==> src/rtl/bus_cmd_gen_pkg.sv <==
package bus_cmd_gen_pkg;

   localparam int unsigned STAT_W = 3;
   localparam int unsigned CMD_N  = 7;

   // command vector bit positions
   localparam int unsigned C_MEM_RD  = 0;
   localparam int unsigned C_MEM_WR  = 1;
   localparam int unsigned C_MEM_WRA = 2;
   localparam int unsigned C_IO_RD   = 3;
   localparam int unsigned C_IO_WR   = 4;
   localparam int unsigned C_IO_WRA  = 5;
   localparam int unsigned C_INTA    = 6;

   typedef enum logic [STAT_W-1:0] {
      ST_ACK   = 3'b000,
      ST_IORD  = 3'b001,
      ST_IOWR  = 3'b010,
      ST_HALT  = 3'b011,
      ST_FETCH = 3'b100,
      ST_MRD   = 3'b101,
      ST_MWR   = 3'b110,
      ST_PASS  = 3'b111
   } bus_stat_e;

   typedef enum logic [2:0] {
      PH_IDLE = 3'd0,
      PH_T1   = 3'd1,
      PH_T2   = 3'd2,
      PH_T3   = 3'd3,
      PH_TW   = 3'd4,
      PH_T4   = 3'd5,
      PH_END  = 3'd6
   } bus_phase_e;

   typedef struct packed {
      logic mem;
      logic io;
      logic ack;
      logic wr;
   } cyc_kind_t;

endpackage

==> src/rtl/bus_cmd_gen_decode.sv <==
module bus_cmd_gen_decode
   import bus_cmd_gen_pkg::*;
(
   input  logic [STAT_W-1:0] status,
   output logic              start_ok,
   output logic              passive,
   output cyc_kind_t         kind
);

   always_comb begin
      kind     = '0;
      start_ok = 1'b1;
      unique case (bus_stat_e'(status))
         ST_ACK:   kind.ack = 1'b1;
         ST_IORD:  kind.io  = 1'b1;
         ST_IOWR:  begin kind.io  = 1'b1; kind.wr = 1'b1; end
         ST_FETCH: kind.mem = 1'b1;
         ST_MRD:   kind.mem = 1'b1;
         ST_MWR:   begin kind.mem = 1'b1; kind.wr = 1'b1; end
         default:  start_ok = 1'b0;
      endcase
   end

   assign passive = (status == ST_PASS);

endmodule

==> src/rtl/bus_cmd_gen_seq.sv <==
module bus_cmd_gen_seq
   import bus_cmd_gen_pkg::*;
(
   input  logic       clk,
   input  logic       rst_n,
   input  logic       start_ok,
   input  logic       passive,
   input  cyc_kind_t  kind_in,
   input  logic       ready,
   output bus_phase_e phase,
   output cyc_kind_t  kind_q
);

   bus_phase_e phase_nxt;

   always_comb begin
      phase_nxt = phase;
      unique case (phase)
         PH_IDLE: if (start_ok) phase_nxt = PH_T1;
         PH_T1:   phase_nxt = PH_T2;
         PH_T2:   phase_nxt = PH_T3;
         PH_T3:   phase_nxt = ready ? PH_T4 : PH_TW;
         PH_TW:   phase_nxt = ready ? PH_T4 : PH_TW;
         PH_T4:   phase_nxt = passive ? PH_IDLE : PH_END;
         PH_END:  phase_nxt = passive ? PH_IDLE : PH_END;
         default: phase_nxt = PH_IDLE;
      endcase
   end

   always_ff @(posedge clk) begin
      if (!rst_n) begin
         phase  <= PH_IDLE;
         kind_q <= '0;
      end else begin
         phase <= phase_nxt;
         if (phase == PH_IDLE && start_ok)
            kind_q <= kind_in;
      end
   end

endmodule

==> src/rtl/bus_cmd_gen_strobe.sv <==
module bus_cmd_gen_strobe
   import bus_cmd_gen_pkg::*;
#(
   parameter int unsigned CMD_ACTIVE_LOW = 0,
   parameter int unsigned IDLE_DIR_HIGH  = 1
) (
   input  bus_phase_e       phase,
   input  cyc_kind_t        kind,
   input  logic             iob_strap,
   input  logic             cmd_en,
   output logic             ale,
   output logic             dt_r,
   output logic             den,
   output logic             mce_pden,
   output logic [CMD_N-1:0] cmd
);

   localparam logic IDLE_DIR = (IDLE_DIR_HIGH != 0);

   logic             data_ph;
   logic             late_ph;
   logic [CMD_N-1:0] cmd_hi;

   assign data_ph = (phase == PH_T2) || (phase == PH_T3) || (phase == PH_TW);
   assign late_ph = (phase == PH_T3) || (phase == PH_TW);

   assign ale  = (phase == PH_T1);
   assign dt_r = (phase == PH_IDLE) ? IDLE_DIR : kind.wr;

   always_comb begin
      cmd_hi            = '0;
      cmd_hi[C_MEM_RD]  = kind.mem & ~kind.wr & data_ph;
      cmd_hi[C_MEM_WRA] = kind.mem &  kind.wr & data_ph;
      cmd_hi[C_MEM_WR]  = kind.mem &  kind.wr & late_ph;
      cmd_hi[C_IO_RD]   = kind.io  & ~kind.wr & data_ph;
      cmd_hi[C_IO_WRA]  = kind.io  &  kind.wr & data_ph;
      cmd_hi[C_IO_WR]   = kind.io  &  kind.wr & late_ph;
      cmd_hi[C_INTA]    = kind.ack & data_ph;
      if (!cmd_en) cmd_hi = '0;
   end

   assign den = cmd_en & data_ph & (~iob_strap | kind.mem);
   assign mce_pden = cmd_en & (iob_strap ? (data_ph & (kind.io | kind.ack))
                                         : ((phase == PH_T1) & kind.ack));

   generate
      if (CMD_ACTIVE_LOW != 0) begin : g_pol_low
         assign cmd = ~cmd_hi;
      end else begin : g_pol_high
         assign cmd = cmd_hi;
      end
   endgenerate

endmodule

==> src/rtl/bus_cmd_gen.sv <==
module bus_cmd_gen
   import bus_cmd_gen_pkg::*;
#(
   parameter int unsigned CMD_ACTIVE_LOW = 0,
   parameter int unsigned IDLE_DIR_HIGH  = 1
) (
   input  logic              clk,
   input  logic              rst_n,
   input  logic [STAT_W-1:0] status,
   input  logic              ready,
   input  logic              iob_strap,
   input  logic              cmd_en,
   output logic              ale,
   output logic              dt_r,
   output logic              den,
   output logic              mce_pden,
   output logic              mem_rd,
   output logic              mem_wr,
   output logic              mem_wr_adv,
   output logic              io_rd,
   output logic              io_wr,
   output logic              io_wr_adv,
   output logic              inta
);

   generate
      if (CMD_ACTIVE_LOW > 1) begin : g_bad_pol
         $error("CMD_ACTIVE_LOW must be 0 or 1");
      end
      if (IDLE_DIR_HIGH > 1) begin : g_bad_dir
         $error("IDLE_DIR_HIGH must be 0 or 1");
      end
   endgenerate

   logic             start_ok;
   logic             passive;
   cyc_kind_t        kind_dec;
   cyc_kind_t        kind_q;
   bus_phase_e       phase;
   logic [CMD_N-1:0] cmd;

   bus_cmd_gen_decode u_decode (
      .status   (status),
      .start_ok (start_ok),
      .passive  (passive),
      .kind     (kind_dec)
   );

   bus_cmd_gen_seq u_seq (
      .clk      (clk),
      .rst_n    (rst_n),
      .start_ok (start_ok),
      .passive  (passive),
      .kind_in  (kind_dec),
      .ready    (ready),
      .phase    (phase),
      .kind_q   (kind_q)
   );

   bus_cmd_gen_strobe #(
      .CMD_ACTIVE_LOW (CMD_ACTIVE_LOW),
      .IDLE_DIR_HIGH  (IDLE_DIR_HIGH)
   ) u_strobe (
      .phase     (phase),
      .kind      (kind_q),
      .iob_strap (iob_strap),
      .cmd_en    (cmd_en),
      .ale       (ale),
      .dt_r      (dt_r),
      .den       (den),
      .mce_pden  (mce_pden),
      .cmd       (cmd)
   );

   assign mem_rd     = cmd[C_MEM_RD];
   assign mem_wr     = cmd[C_MEM_WR];
   assign mem_wr_adv = cmd[C_MEM_WRA];
   assign io_rd      = cmd[C_IO_RD];
   assign io_wr      = cmd[C_IO_WR];
   assign io_wr_adv  = cmd[C_IO_WRA];
   assign inta       = cmd[C_INTA];

endmodule

==> config.mk <==
export PLATFORM = sky130hd
export DESIGN_NAME = bus_cmd_gen
export DESIGN_NICKNAME = d
export VERILOG_FILES = /design/src/rtl/bus_cmd_gen_pkg.sv /design/src/rtl/bus_cmd_gen_decode.sv /design/src/rtl/bus_cmd_gen_seq.sv /design/src/rtl/bus_cmd_gen_strobe.sv /design/src/rtl/bus_cmd_gen.sv
export SDC_FILE = /design/constraint.sdc
export NUM_CORES = 1
export LEC_CHECK = 0
export BUFFER_PORTS_ARGS = -buffer_cell sky130_fd_sc_hd__buf_2
export CORE_AREA = 2 2 39 41
export CTS_CLUSTER_DIAMETER = 40
export DETAILED_ROUTE_END_ITERATION = 7
export DIE_AREA = 0 0 41 43
export GPL_ROUTABILITY_DRIVEN = 0
export PLACE_DENSITY = 0.6
export SETUP_SLACK_MARGIN = 0.02
export SYNTH_ARGS = -nofsm -noshare
export SYNTH_HDL_FRONTEND = slang
export SYNTH_HIERARCHICAL = 1
export SYNTH_SLANG_ARGS = --single-unit
export TNS_END_PERCENT = 1
==> constraint.sdc <==
create_clock -name clk -period 2.6 [get_ports clk]
set_input_delay 0.65 -clock clk [delete_from_list [all_inputs] [get_ports clk]]
set_output_delay 0.65 -clock clk [all_outputs]
set_load 0.005 [all_outputs]
==> summary.txt <==
Timing
  – Clock Skew: 0.00422 ns
  – Slew of the pin with the lowest slew margin: 0.461 ns
  – Setup ws final: 0.406 ns
  – Final Max Tran Viols: 0
  – Fmax: 456 MHz
  – Tcrit/Tclk final: between 80 and 90%
  – Hold slack: 0.550 ns
  – Setup-failing EPs final: 0
  – Final number of hold-violating endpoints: 0
  – Minimum clock period: 2.19 ns
  – Worst slew margin: between 60 and 70%
  – Setup TNS: 0 ns
  – RSZ-0062 raised after global routing: no

Route
  – Via/cell ratio: 4.89
  – Residual DRC: 0
  – Total number of vias: ~470
  – Average routed wire per standard cell: 10.4 um
  – First-pass detailed-route iteration total: 4
  – Routed wire length: 1010 um
  – Routed Antenna Nets: 0
  – DR iter-0 viols: 7

CTS
  – PostCTS Resize Cnt: 0
  – CTS Buffer Depth: 2
  – CTS tree: built
  – # hold bufs at CTS: 0
  – Root Buffer: clkbuf_4
  – CTS clock-pin slew for the worst setup and hold paths: 0.05 ns
  – Setup Buffers After CTS: 0
  – H-tree level count: 1
  – TritonCTS Buffers: 3
  – Clk sink count: 7
  – Clk_lat worst skew: 0.25 ns

Layout
  – # nets final: 90
  – Number of antenna diodes: 0
  – Final core occ: 44.9%
  – Fillers: 150
  – Ratio of cells with drive above 1 in the final layout: around a third
  – Syn-to-layout area delta: 26.8%

Logic synthesis
  – EDFF count, synth: 0
  – Syn_nets: 68
  – Synthesized instance count: 60
  – Syn_area_per_cell: 8.17 um^2
  – Part of the Yosys area used for sequential elements: 28.6%
  – Syn. warnings: 6
  – Synth top cells by count: dfxtp_1, nor2_1, nor2b_1
  – Synthesized flop and latch total: 7
  – Post-synthesis async set-or-reset flop share: 0%
  – Unique masters post-synth: 23
  – Yosys top cell area share: 28.6%
  – Main synth FF type: dfxtp_1
  – Top cell type by total area after synthesis: dfxtp_1
  – Top cells by area, synth: dfxtp_1, mux2i_1, nor2b_1
  – Mapped Area: 490 um^2

Placed design
  – Final HPWL from detailed placement: about 750 um
  – # port buffers: 18
  – Setup WS pre-CTS: around 0.68 ns

Worst setup path
  – Critical Path AT: 1.54 ns
  – Critical Path RT: 1.95 ns
  – Worst Reg-to-Reg Cells: 3
  – Critical path class: flop to output port
  – CP Depth: 4
  – Crit path max-delay family: flip-flops
  – CP Max Fanout: 12
  – Buf/Inv on CP: 1
  – Worst setup SP type: flop
  – R2R Setup Slk: roughly 1.3 ns
  – Worst Setup End Kind: output port
  – CP Cell Sequence: nor3b_2 > o21ai_2 > nor3_1 > buf_2
  – Worst path slowest cell: dfxtp_1
  – Critical Path Max Stage Delay: 0.56 ns

Min path
  – Hold path depth: 2
  – HP Class: flop to flop

Die
  – Die ar.: 0.00176 mm^2
  – Initial Util: 35.4%
  – I/O pins: 19
  – FP Rows: 14
  – Chip width: 41 um
  – Die Y: 43 um
  – CORE AREA: 0.00138 mm^2

Power and ir drop
  – Leak Pwr: 0.266 nW
  – Worst vdd ir: a little under 0.3 mV
  – Total power: 317 uW
  – PD cells: 510 mW/mm^2

Global routing
  – Initial antenna violation count: 0
  – Remaining global-route overflow: 0
  – Most crowded layer after global routing: met2
  – Vias in the first global route: 373
  – Grt met3 use: 1.57%
  – GR Layer Usage met1: 14.8%
  – Largest net degree at the start of global routing: 14
  – GRT Util Overall: 13.0%
  – Routing usage on met2: 18.4%
  – First-pass GRT wire length: 1500 um

Status
  – Status: completed

Flow run
  – MaxCap Viol Count: 0
-- worst min-delay path: stages, from the launching register on --
cell     delay (ns)
dfxtp_1        0.32
mux2i_1        0.12
nor2b_1        0.06
-- sequential cells by signal, indices dropped and copies added, names as in the netlist --
name	count
u_seq/kind_q	4
u_seq/phase	3
-- logic make-up after synthesis --
kind of cell	synth area share, %
AND/OR/NAND/NOR	47.7
AO/OA/AOI/OAI	11.2
flip-flops	28.6
buffers and inverters	2.55
XOR/XNOR	1.79
multiplexers	8.16
-- through the flow --
step           cells  instance area, um^2
2_1_floorplan     60                  490
3_3_place_gp      93                  596
3_5_place_dp      93                  596
4_1_cts           97                  622
5_1_grt           97                  622
6_report          97                  622
-- layout by cell type (no fill, tap or decap) --
master     n
or2_2      1
inv_1      2
o21ai_2    1
and3_2     1
nor2_1     7
o31a_1     1
nor4b_4    1
nand2_1    5
nand4b_1   1
nor4bb_1   1
nor3_1     5
a21oi_1    3
o21ai_0    3
and2b_2    1
a211oi_1   1
nor2b_1    6
nor3b_2    2
xnor2_1    1
mux2i_1    4
buf_2     18
nor3b_1    4
clkbuf_1   1
dfxtp_1    7
and2_1     1
clkbuf_4   3
-- report_power, final --
group,internal (mW),switching [mW],total [mW]
Combinational,0.0441,0.0352,0.0792
Clock,0.0585,0.0397,0.0982
Sequential,0.117,0.0226,0.140
-- final timing paths --
check                  startpoint               to
setup / recovery   u_seq/phase[2]           mem_wr
hold reg to reg   u_seq/kind_q[3]  u_seq/kind_q[3]
hold / removal    u_seq/kind_q[3]  u_seq/kind_q[3]
setup reg to reg   u_seq/phase[2]  u_seq/kind_q[2]
-- per-layer routing --
metal  wire (um)  part of all wire (%)
met1         491                    49
met2         449                    45
met3          66                   6.6
met4           0                     0
met5           0                     0
-- layout make-up --
cell class	instances	area (um^2)	share of cell area, %
Clock buffer	4	26.3	4.23
Sequential cell	7	140	22.5
Inverter	2	7.51	1.21
Tap cell	16	20.0	3.22
Multi-Input combinational cell	50	338	54.3
Timing Repair Buffer	18	90.1	14.5
Power figures use the tool's default switching activity.
